$ cat src/rtl/msa_pkg.sv
package msa_pkg;
  localparam int          MSA_BYTES = 24;
  localparam logic [7:0]  K_SS      = 8'h5C;
  localparam logic [7:0]  K_SE      = 8'hFD;

  // index of the end-framing slot for a given lane count
  function automatic int pkt_last(input int lanes);
    return 2 + MSA_BYTES / lanes;
  endfunction

  // payload byte carried by a lane in a given packet slot
  function automatic int payload_index(input int slot, input int lanes, input int lane);
    return (slot - 2) * lanes + lane;
  endfunction
endpackage

$ cat src/rtl/msa_field_packer.sv
module msa_field_packer
  import msa_pkg::*;
(
  input  logic [23:0] m_val,
  input  logic [23:0] n_val,
  input  logic [15:0] h_total,
  input  logic [15:0] v_total,
  input  logic [15:0] h_start,
  input  logic [15:0] v_start,
  input  logic [15:0] h_sync_w,
  input  logic [15:0] v_sync_w,
  input  logic [15:0] h_active,
  input  logic [15:0] v_active,
  input  logic        hsync_low,
  input  logic        vsync_low,
  input  logic        sync_clk,
  input  logic        ycc_fmt,
  input  logic        sub422,
  input  logic        range_red,
  input  logic        ilace_even,
  input  logic [2:0]  depth_code,
  input  logic [1:0]  stereo_mode,
  output logic [MSA_BYTES-1:0][7:0] bytes_o
);
  logic [7:0] flag_a, flag_b;

  assign flag_a = {hsync_low, vsync_low, sync_clk, ycc_fmt, sub422, range_red, ilace_even, 1'b0};
  assign flag_b = {depth_code, stereo_mode, 3'b000};

  always_comb begin
    bytes_o[0]  = m_val[23:16];
    bytes_o[1]  = m_val[15:8];
    bytes_o[2]  = m_val[7:0];
    bytes_o[3]  = n_val[23:16];
    bytes_o[4]  = n_val[15:8];
    bytes_o[5]  = n_val[7:0];
    bytes_o[6]  = h_total[15:8];
    bytes_o[7]  = h_total[7:0];
    bytes_o[8]  = v_total[15:8];
    bytes_o[9]  = v_total[7:0];
    bytes_o[10] = h_start[15:8];
    bytes_o[11] = h_start[7:0];
    bytes_o[12] = v_start[15:8];
    bytes_o[13] = v_start[7:0];
    bytes_o[14] = h_sync_w[15:8];
    bytes_o[15] = h_sync_w[7:0];
    bytes_o[16] = v_sync_w[15:8];
    bytes_o[17] = v_sync_w[7:0];
    bytes_o[18] = h_active[15:8];
    bytes_o[19] = h_active[7:0];
    bytes_o[20] = v_active[15:8];
    bytes_o[21] = v_active[7:0];
    bytes_o[22] = flag_a;
    bytes_o[23] = flag_b;
  end
endmodule

$ cat src/rtl/msa_sequencer.sv
module msa_sequencer #(
  parameter int LAST = 8,
  localparam int IDXW = $clog2(LAST + 1)
) (
  input  logic            clk,
  input  logic            rst_n,
  input  logic            vblank,
  input  logic            slot_free,
  output logic            go,
  output logic [IDXW-1:0] idx_eff,
  output logic            ev_start,
  output logic            ev_end,
  output logic            ev_defer,
  output logic            sending,
  output logic            pending
);
  logic            vblank_q;
  logic [IDXW-1:0] idx_q;
  logic            vblank_rise;

  assign vblank_rise = vblank && !vblank_q;
  assign idx_eff     = sending ? idx_q : '0;
  assign go          = slot_free && (sending || (pending && vblank));
  assign ev_start    = go && !sending;
  assign ev_end      = go && (idx_eff == IDXW'(LAST));
  assign ev_defer    = vblank_rise && sending;

  always_ff @(posedge clk) begin
    if (!rst_n) begin
      vblank_q <= 1'b0;
      pending  <= 1'b0;
      sending  <= 1'b0;
      idx_q    <= '0;
    end else begin
      vblank_q <= vblank;
      if (go)
        pending <= 1'b0;
      else if (!vblank)
        pending <= 1'b0;
      else if (vblank_rise)
        pending <= !sending;
      if (go) begin
        if (ev_end) begin
          sending <= 1'b0;
          idx_q   <= '0;
        end else begin
          sending <= 1'b1;
          idx_q   <= idx_eff + 1'b1;
        end
      end
    end
  end
endmodule

$ cat src/rtl/msa_lane_mux.sv
module msa_lane_mux
  import msa_pkg::*;
#(
  parameter int LANES = 4,
  parameter int LANE  = 0,
  localparam int LAST = pkt_last(LANES),
  localparam int IDXW = $clog2(LAST + 1)
) (
  input  logic                      clk,
  input  logic                      rst_n,
  input  logic                      go,
  input  logic [IDXW-1:0]           idx_eff,
  input  logic [MSA_BYTES-1:0][7:0] bytes_i,
  input  logic [7:0]                din_l,
  input  logic                      kin_l,
  output logic [7:0]                dout_l,
  output logic                      kout_l
);
  logic [7:0] sym;
  logic       sym_k;
  int         bidx;

  always_comb begin
    bidx  = 0;
    sym   = K_SS;
    sym_k = 1'b1;
    if (int'(idx_eff) == LAST) begin
      sym = K_SE;
    end else if (int'(idx_eff) >= 2) begin
      bidx  = payload_index(int'(idx_eff), LANES, LANE) % MSA_BYTES;
      sym   = bytes_i[bidx];
      sym_k = 1'b0;
    end
  end

  always_ff @(posedge clk) begin
    if (!rst_n) begin
      dout_l <= '0;
      kout_l <= 1'b0;
    end else if (go) begin
      dout_l <= sym;
      kout_l <= sym_k;
    end else begin
      dout_l <= din_l;
      kout_l <= kin_l;
    end
  end
endmodule

$ cat src/rtl/msa_inserter.sv
module msa_inserter
  import msa_pkg::*;
#(
  parameter int LANES = 4
) (
  input  logic               clk,
  input  logic               rst_n,
  input  logic               vblank,
  input  logic               slot_free,
  input  logic [LANES*8-1:0] din,
  input  logic [LANES-1:0]   kin,
  input  logic [23:0]        m_val,
  input  logic [23:0]        n_val,
  input  logic [15:0]        h_total,
  input  logic [15:0]        v_total,
  input  logic [15:0]        h_start,
  input  logic [15:0]        v_start,
  input  logic [15:0]        h_sync_w,
  input  logic [15:0]        v_sync_w,
  input  logic [15:0]        h_active,
  input  logic [15:0]        v_active,
  input  logic               hsync_low,
  input  logic               vsync_low,
  input  logic               sync_clk,
  input  logic               ycc_fmt,
  input  logic               sub422,
  input  logic               range_red,
  input  logic               ilace_even,
  input  logic [2:0]         depth_code,
  input  logic [1:0]         stereo_mode,
  output logic [LANES*8-1:0] dout,
  output logic [LANES-1:0]   kout
);
  localparam int LAST = pkt_last(LANES);
  localparam int IDXW = $clog2(LAST + 1);

  logic [MSA_BYTES-1:0][7:0] pkt_bytes;
  logic                      go, ev_start, ev_end, ev_defer, sending, pending;
  logic [IDXW-1:0]           idx_eff;

  msa_field_packer u_pack (
    .m_val(m_val), .n_val(n_val), .h_total(h_total), .v_total(v_total),
    .h_start(h_start), .v_start(v_start), .h_sync_w(h_sync_w), .v_sync_w(v_sync_w),
    .h_active(h_active), .v_active(v_active), .hsync_low(hsync_low),
    .vsync_low(vsync_low), .sync_clk(sync_clk), .ycc_fmt(ycc_fmt), .sub422(sub422),
    .range_red(range_red), .ilace_even(ilace_even), .depth_code(depth_code),
    .stereo_mode(stereo_mode), .bytes_o(pkt_bytes)
  );

  msa_sequencer #(.LAST(LAST)) u_seq (
    .clk(clk), .rst_n(rst_n), .vblank(vblank), .slot_free(slot_free),
    .go(go), .idx_eff(idx_eff), .ev_start(ev_start), .ev_end(ev_end),
    .ev_defer(ev_defer), .sending(sending), .pending(pending)
  );

  for (genvar l = 0; l < LANES; l++) begin : g_lane
    msa_lane_mux #(.LANES(LANES), .LANE(l)) u_mux (
      .clk(clk), .rst_n(rst_n), .go(go), .idx_eff(idx_eff), .bytes_i(pkt_bytes),
      .din_l(din[l*8 +: 8]), .kin_l(kin[l]),
      .dout_l(dout[l*8 +: 8]), .kout_l(kout[l])
    );
  end
endmodule

$ cat config.mk
export PLATFORM = sky130hd
export DESIGN_NAME = msa_inserter
export DESIGN_NICKNAME = d
export VERILOG_FILES = /design/src/rtl/msa_pkg.sv /design/src/rtl/msa_field_packer.sv /design/src/rtl/msa_sequencer.sv /design/src/rtl/msa_lane_mux.sv /design/src/rtl/msa_inserter.sv
export SDC_FILE = /design/constraint.sdc
export NUM_CORES = 1
export LEC_CHECK = 0
export BUFFER_PORTS_ARGS = -buffer_cell sky130_fd_sc_hd__buf_2
export CAP_MARGIN = 20
export CORE_UTILIZATION = 40
export DETAILED_ROUTE_END_ITERATION = 16
export GPL_ROUTABILITY_DRIVEN = 0
export GPL_TIMING_DRIVEN = 1
export PLACE_DENSITY_LB_ADDON = 0.25
export SYNTH_ARGS = -nofsm -noshare
export SYNTH_HDL_FRONTEND = slang
export SYNTH_SLANG_ARGS = --single-unit
$ cat constraint.sdc
create_clock -name clk -period 5.25 [get_ports clk]
set_clock_uncertainty 0.05 [all_clocks]
set_input_delay 0.525 -clock clk [delete_from_list [all_inputs] [get_ports clk]]
set_output_delay 0.525 -clock clk [all_outputs]
set_load 0.02 [all_outputs]
==> out/metrics.cfg, run 1 <==
[run_status]
status = complete, no violations

[synth]
ys_async_sr_fraction_pct = 0
synth_xor_area_share_pct = 1.06
synth_compound_area_share_pct = 28.6
syn_nets = 785
yosys-mux-area-fraction_pct = 20.3
ys_seq_area_share_pct = 20.2
synth_edf_count = 0
yosys_warnings = 0
synth-seq-cells = 43
synth_area_per_cell_sq_um = 7.82
dominantRegCellSynth = dfxtp_1
syn_area_sq_um = 4250
synth-adder-area-share_pct = 3.82
synthSimpleGateAreaFrac_pct = 20.1
synth_cell_type_count = 76
netlist_instances = 544
synth_top_family_by_area = compound AO/OA/AOI/OAI gates

[pwr]
p_leak_nw = 2.93
power_density_nw_per_um2 = 136
ir_drop_mv = 0.0933

[clocking]
cts_root_buffer = clkbuf_8
clkLatencyLatePin_ns = 0.29
h-tree-depth = 2
hold_buffers = 0
cts-resized-gates = 0
numCtsBuffers = 5
clkSlewWorstSetupHoldPaths_ns = 0.09
post-cts-setup-buffers = 0
cts_tree = built
clk_path_buf_depth = 2
cts_sinks = 43

[critical_path]
path_cells = nand2_1 -> ha_1 -> a21bo_2 -> nand2_1 -> inv_2 -> ha_1 -> inv_1 -> o311a_1 -> a211oi_2 -> o21ai_0 -> and3_1 -> a221oi_4 -> o32ai_1 -> or3_1 -> or2_4 -> mux4_2 -> o211a_1
worstPathMaxFanout = 12
cpPeakStageDelay_ns = 0.44
start_kind = register
worst_ep_required_time_ns = 5.39
worstSetupPathType = register to register
end_kind = register
cp.arrival_ns = 4.96
cp_slowest_cell = dfxtp_1

[timing]
drv_slew = 0
hold_ws_ns = 0.384
finalSetupTns_ns = 0
rsz0062_at_grt = false
setup_slack_ns = 0.436
fin_crit_ns = 4.81
fin_crit_sh_pct = 91.7
setup_viol = 0
max_freq_mhz = 208
worst_slew_pin_slew_ns = 0.982
finalHoldViolations = 0
relSlewSlack_pct = 34.5

[finish]
n_antenna_cell = 0
fillers = 968
drive_above_1_share_pct = 42.0
num-nets-final = 1023
synthToLayoutAreaGrowth_pct = 34.6

[place]
place_hpwl_microns = 13100
pre_cts_ws_ns = 0.509
port_buffers = 263

[die]
coreArea_sq_um = 10300
row_count = 37
die_w_microns = 105
dieArea_sq_um = 11100
die_h_microns = 105
initial_core_util_pct = 41.2
ioPinCount = 264

[routing]
drt_wl_total_microns = 16500
vias = 5261
drt-wirelength-per-cell_microns = 18.0
drt-pass1-iter-count = 5
drt_iter0_drc = 527
ant_nets = 0
avgViaCountPerCell = 5.72
drc = 0

[grt]
grt_pass1_wl_microns = 25500
grt_usage_pct = 29.1
grt_max_degree = 58
antenna_found_initial = 2
grt_overflow_total = 0
grt_pass1_vias = 5019

[worst_hold_path]
hp-class = input pin to register

[run]
max-cap-violations = 0

cell families (layout without fill, tap and decap cells):
logic type | count (synthesis) | in the layout
AOI/OAI and AO/OA | 185 | 185
xor gates and xnor gates | 3 | 3
adders and majority gates | 13 | 13
buffers and inverters | 56 | 295
DFF | 43 | 43
muxes | 56 | 56
and+or+nand+nor | 188 | 188
layout by cell type (no fill, tap or decap), drive strengths merged, types with 4 or more instances in the layout:
master	count
and2	7
nand2b	7
clkbuf	6
ha	13
a211oi	5
a22oi	4
a21bo	6
o22ai	4
o21ai	66
a21oi	47
dfxtp	43
mux2i	28
or3	4
nand3	11
nor2	52
o211a	5
mux2	5
inv	8
mux4	23
nand2	74
buf	277
o311ai	4
a31oi	9
nand4	4
nor2b	7
o31ai	5
nor3	7
metrics by stage:
stage | utilization, % | instance area, sq um | total power [W] | instances
floorplan | - | 4260 | 0.000449 | 544
global placement | 54.6 | 5640 | 0.000564 | 911
detailed placement | 54.6 | 5640 | 0.000567 | 911
CTS | 55.5 | 5730 | 0.000776 | 919
global route | 55.5 | 5730 | 0.000806 | 919
finish | 55.5 | 5730 | 0.000776 | 919
final timing paths:
path,from,end,slack (ns),cells past startpoint
min reg2reg,u_seq.vblank_q,u_seq.pending,0.44,1
max,u_seq.idx_q[2],g_lane[0].u_mux.dout_l[6],0.44,17
min,kin[3],g_lane[3].u_mux.kout_l,0.38,3
max reg2reg,u_seq.idx_q[2],g_lane[0].u_mux.dout_l[6],0.44,17
worst max-delay path: cells and delay by family (launching register included):
kind / cells / cell delay (ns)
fa+ha+maj: 2 / 0.64
simple gates: 5 / 1.21
flops: 1 / 0.44
compound gates: 7 / 1.84
buf+inv: 2 / 0.25
mux: 1 / 0.30
flip-flops by register name (all words and copies together), names as in the netlist:
name / count
g_lane.u_mux.dout_l: 32
u_seq.idx_q: 4
g_lane.u_mux.kout_l: 4
u_seq.vblank_q: 1
u_seq.pending: 1
u_seq.sending: 1
Yosys cell counts (2+ instances only):
cell | number | area (sq um)
nand2_1 | 74 | 278
o21ai_0 | 62 | 310
nor2_1 | 52 | 195
a21oi_1 | 47 | 235
dfxtp_1 | 43 | 861
clkbuf_1 | 32 | 120
mux2i_1 | 28 | 280
mux4_2 | 22 | 495
ha_1 | 13 | 163
nand3_1 | 11 | 55.1
a31oi_1 | 8 | 50.1
and2_1 | 7 | 43.8
nand2b_1 | 7 | 43.8
nor2b_1 | 7 | 43.8
nor3_1 | 7 | 35.0
buf_1 | 6 | 22.5
inv_1 | 6 | 22.5
o211a_1 | 5 | 50.1
o31ai_1 | 5 | 37.5
a21bo_1 | 4 | 40.0
a22oi_1 | 4 | 30.0
buf_4 | 4 | 30.0
mux2_2 | 4 | 45.0
nand4_1 | 4 | 25.0
o22ai_1 | 4 | 25.0
or3_1 | 4 | 25.0
a211oi_1 | 3 | 22.5
a32oi_1 | 3 | 26.3
a41oi_1 | 3 | 26.3
and3_1 | 3 | 18.8
buf_6 | 3 | 33.8
inv_2 | 3 | 11.3
nand3b_1 | 3 | 22.5
o21ai_1 | 3 | 15.0
o311ai_0 | 3 | 26.3
a211oi_2 | 2 | 25.0
a311oi_1 | 2 | 17.5
o211ai_1 | 2 | 15.0
o21a_1 | 2 | 15.0
o31a_1 | 2 | 17.5
or2_2 | 2 | 12.5
per-layer routing:
layer  vias to the layer above  part of all wire [%]  GRT usage [%]  wire [microns]
met5                         -                 0.073              0              12
li1                       2479                     -              -               -
met3                        36                   9.8           6.99            1620
met1                      2410                    40           34.9            6580
met4                         2                   2.0           7.44             326
met2                       334                    48           51.6            7990
final cells by class:
class / instances / area [sq um] / area share, %
well taps: 136 / 170 / 2.97
inverters: 10 / 38.8 / 0.677
flip-flops and latches: 43 / 861 / 15.0
clock inverters: 2 / 12.5 / 0.218
clock buffers: 6 / 72.6 / 1.27
multi-input cells: 445 / 3150 / 55.0
repair buffers: 277 / 1420 / 24.8
where the power goes:
group          switching [W]  internal [W]  leakage [nW]  total [W]
registers         0.00000664      0.000346         0.357   0.000353
clock network       0.000122     0.0000933        0.0412   0.000215
logic              0.0000987      0.000110          2.53   0.000208
No activity file was read; power rests on OpenSTA's default activity.
==> inputs of run 2 (changes only) <==
Settings changed: PLACE_DENSITY from default to 0.85, PLACE_DENSITY_LB_ADDON 0.25 to default.
==> out/metrics.cfg, run 2 (synthesized netlist as in run 1, its figures left out) <==
[die]
coreArea_sq_um = 10300  ; unchanged
ioPinCount = 264  ; unchanged
dieArea_sq_um = 11100  ; unchanged
initial_core_util_pct = 41.2  ; unchanged
row_count = 37  ; unchanged
die_h_microns = 105  ; unchanged
die_w_microns = 105  ; unchanged

[routing]
vias = 5286  ; +0.48%
drt_iter0_drc = 489  ; -7.2%
drt-pass1-iter-count = 6  ; +1
drt-wirelength-per-cell_microns = 18.0  ; about the same
ant_nets = 0  ; unchanged
avgViaCountPerCell = 5.71  ; -0.18%
drc = 0  ; unchanged
drt_wl_total_microns = 16600  ; +0.73%

[timing]
drv_slew = 0  ; unchanged
fin_crit_sh_pct = 93.3  ; +1.6 points
max_freq_mhz = 204  ; -1.7%
setup_viol = 0  ; unchanged
relSlewSlack_pct = 39.3  ; +4.8 points
setup_slack_ns = 0.354  ; -0.0822 ns
finalSetupTns_ns = 0  ; unchanged
rsz0062_at_grt = false
fin_crit_ns = 4.90  ; +0.0822 ns
worst_slew_pin_slew_ns = 0.907  ; -0.0747 ns
finalHoldViolations = 0  ; unchanged

[finish]
synthToLayoutAreaGrowth_pct = 35.2
top_regs = g_lane.u_mux.dout_l x32, g_lane.u_mux.kout_l x4, u_seq.idx_q x4
final_cell_mix = buf_2, nand2_1, o21ai_0
largest-register = g_lane.u_mux.dout_l
fin_area_sq_um = 5750  ; +0.44%
fillers = 1008  ; +4.1%
multi_input_area_sq_um = 3150  ; unchanged
largest_reg_flops = 32  ; unchanged
regArea_sq_um = 861  ; unchanged
drive_above_1_share_pct = 42.2  ; +0.15 points
num-nets-final = 1025  ; +0.20%
layout_commonest_cell = buf_2

[pwr]
p_seq_share_pct = 45.0  ; -0.4 points
p_int_w = 0.000549  ; about the same
combPwrFrac_pct = 26.4  ; -0.4 points
power.switching_w = 0.000235  ; +3.2%
power_density_nw_per_um2 = 136  ; +0.53%
p_leak_nw = 2.94  ; +0.33%
swShare_pct = 29.9  ; +0.66 points
clockPowerShare_pct = 28.5  ; +0.8 points
ir_drop_mv = 0.102  ; +9.7%

[critical_path]
rr_endpoint = g_lane[0].u_mux.dout_l[6]
worstSetupPathType = register to register
start_kind = register
critPathCapture = g_lane[0].u_mux.dout_l[6]
r2r_slack_ns = 0.35  ; -0.08 ns
end_kind = register
worst_ep_required_time_ns = 5.40  ; about the same
cp.arrival_ns = 5.05  ; +0.09 ns
worstPathMaxFanout = 12  ; unchanged
critPathLaunch = u_seq.sending
r2r_cells = 17  ; unchanged
reg2reg_from = u_seq.sending

[run]
max-cap-violations = 0  ; unchanged

[clocking]
numCtsBuffers = 5  ; unchanged
cts_tree = built
clk_path_buf_depth = 2  ; unchanged
cts_sinks = 43  ; unchanged
clkLatencyLatePin_ns = 0.30  ; about the same
h-tree-depth = 2  ; unchanged
clkSlewWorstSetupHoldPaths_ns = 0.10  ; about the same
post-cts-setup-buffers = 0  ; unchanged
cts-resized-gates = 0  ; unchanged
cts_root_buffer = clkbuf_8
hold_buffers = 0  ; unchanged

[grt]
grt_pass1_vias = 4872  ; -2.9%
grt_pass1_wl_microns = 25200  ; -1.0%
grt_overflow_total = 0  ; unchanged
grt_usage_pct = 29.0  ; -0.065 points
grt_max_degree = 63  ; +8.6%
antenna_found_initial = 7  ; +5

[place]
port_buffers = 263  ; unchanged
place_area_sq_um = 5660  ; +0.27%
pre_cts_ws_ns = 0.447  ; -0.0625 ns
place_hpwl_microns = 13000  ; -0.71%

[run_status]
status = complete, no violations

[worst_hold_path]
hp-class = input pin to register

run 2: cell types whose count changed in the layout (fill, tap and decap cells not counted), sizes merged:
| cell | delta |
|---|---|
| diode | +4 |
| buf | +2 |
run 2: worst min path at each step:
stage | from | end | depth (start not counted)
2_1_floorplan | u_seq.vblank_q | u_seq.pending | 1
3_3_place_gp | u_seq.vblank_q | u_seq.pending | 1
5_1_grt | kin[2] | g_lane[2].u_mux.kout_l | 3
4_1_cts | kin[1] | g_lane[1].u_mux.kout_l | 3
6_report | kin[1] | g_lane[1].u_mux.kout_l | 3
3_5_place_dp | u_seq.vblank_q | u_seq.pending | 1
run 2: layer usage:
| metal | track usage (%) | part of all wire [%] |
|---|---|---|
| met1 | 33.6 | 38 |
| met2 | 49.8 | 48 |
| met3 | 10.5 | 11 |
| met4 | 8.55 | 2.5 |
| met5 | 0 | 0.14 |
run 2: critical path, stage by stage, from the launching register on:
cell      delay (ns)
dfxtp_1         0.48
nand2_1         0.22
ha_1            0.36
a21bo_2         0.27
nand2_1         0.11
inv_2           0.10
ha_1            0.28
inv_1           0.15
o311a_1         0.38
a211oi_2        0.27
o21ai_0         0.17
and3_1          0.20
a221oi_4        0.37
o32ai_1         0.16
or3_1           0.37
or2_4           0.32
mux4_2          0.31
o211a_1         0.21
run 2: power by group through the flow:
stage | registers, W | clock network (W) | logic [W]
final | 0.000353 | 0.000224 | 0.000207
after global routing | 0.000355 | 0.000242 | 0.000223
after CTS | 0.000353 | 0.000225 | 0.000207
after detailed placement | 0.000360 | 0 | 0.000206
after global placement | 0.000360 | 0 | 0.000202
after floorplan | 0.000381 | 0 | 0.0000687
run 2: per-stage QoR:
stage                     cells  hold WS, ns  util [%]  power, W
after floorplan             544        0.403         -  0.000449
after global placement      913        0.406      54.8  0.000562
after detailed placement    913        0.413      54.8  0.000566
after CTS                   921        0.387      55.6  0.000784
after global routing        921        0.385      55.6  0.000820
final                       925        0.384      55.7  0.000784
run 2: layout make-up:
class | instances | area share [%]
Multi-Input combinational cell | 445 | 54.8
Timing Repair Buffer | 279 | 25.0
Sequential cell | 43 | 15.0
Tap cell | 136 | 2.96
Clock buffer | 6 | 1.26
Inverter | 10 | 0.674
Clock inverter | 2 | 0.218
Antenna cell | 4 | 0.174
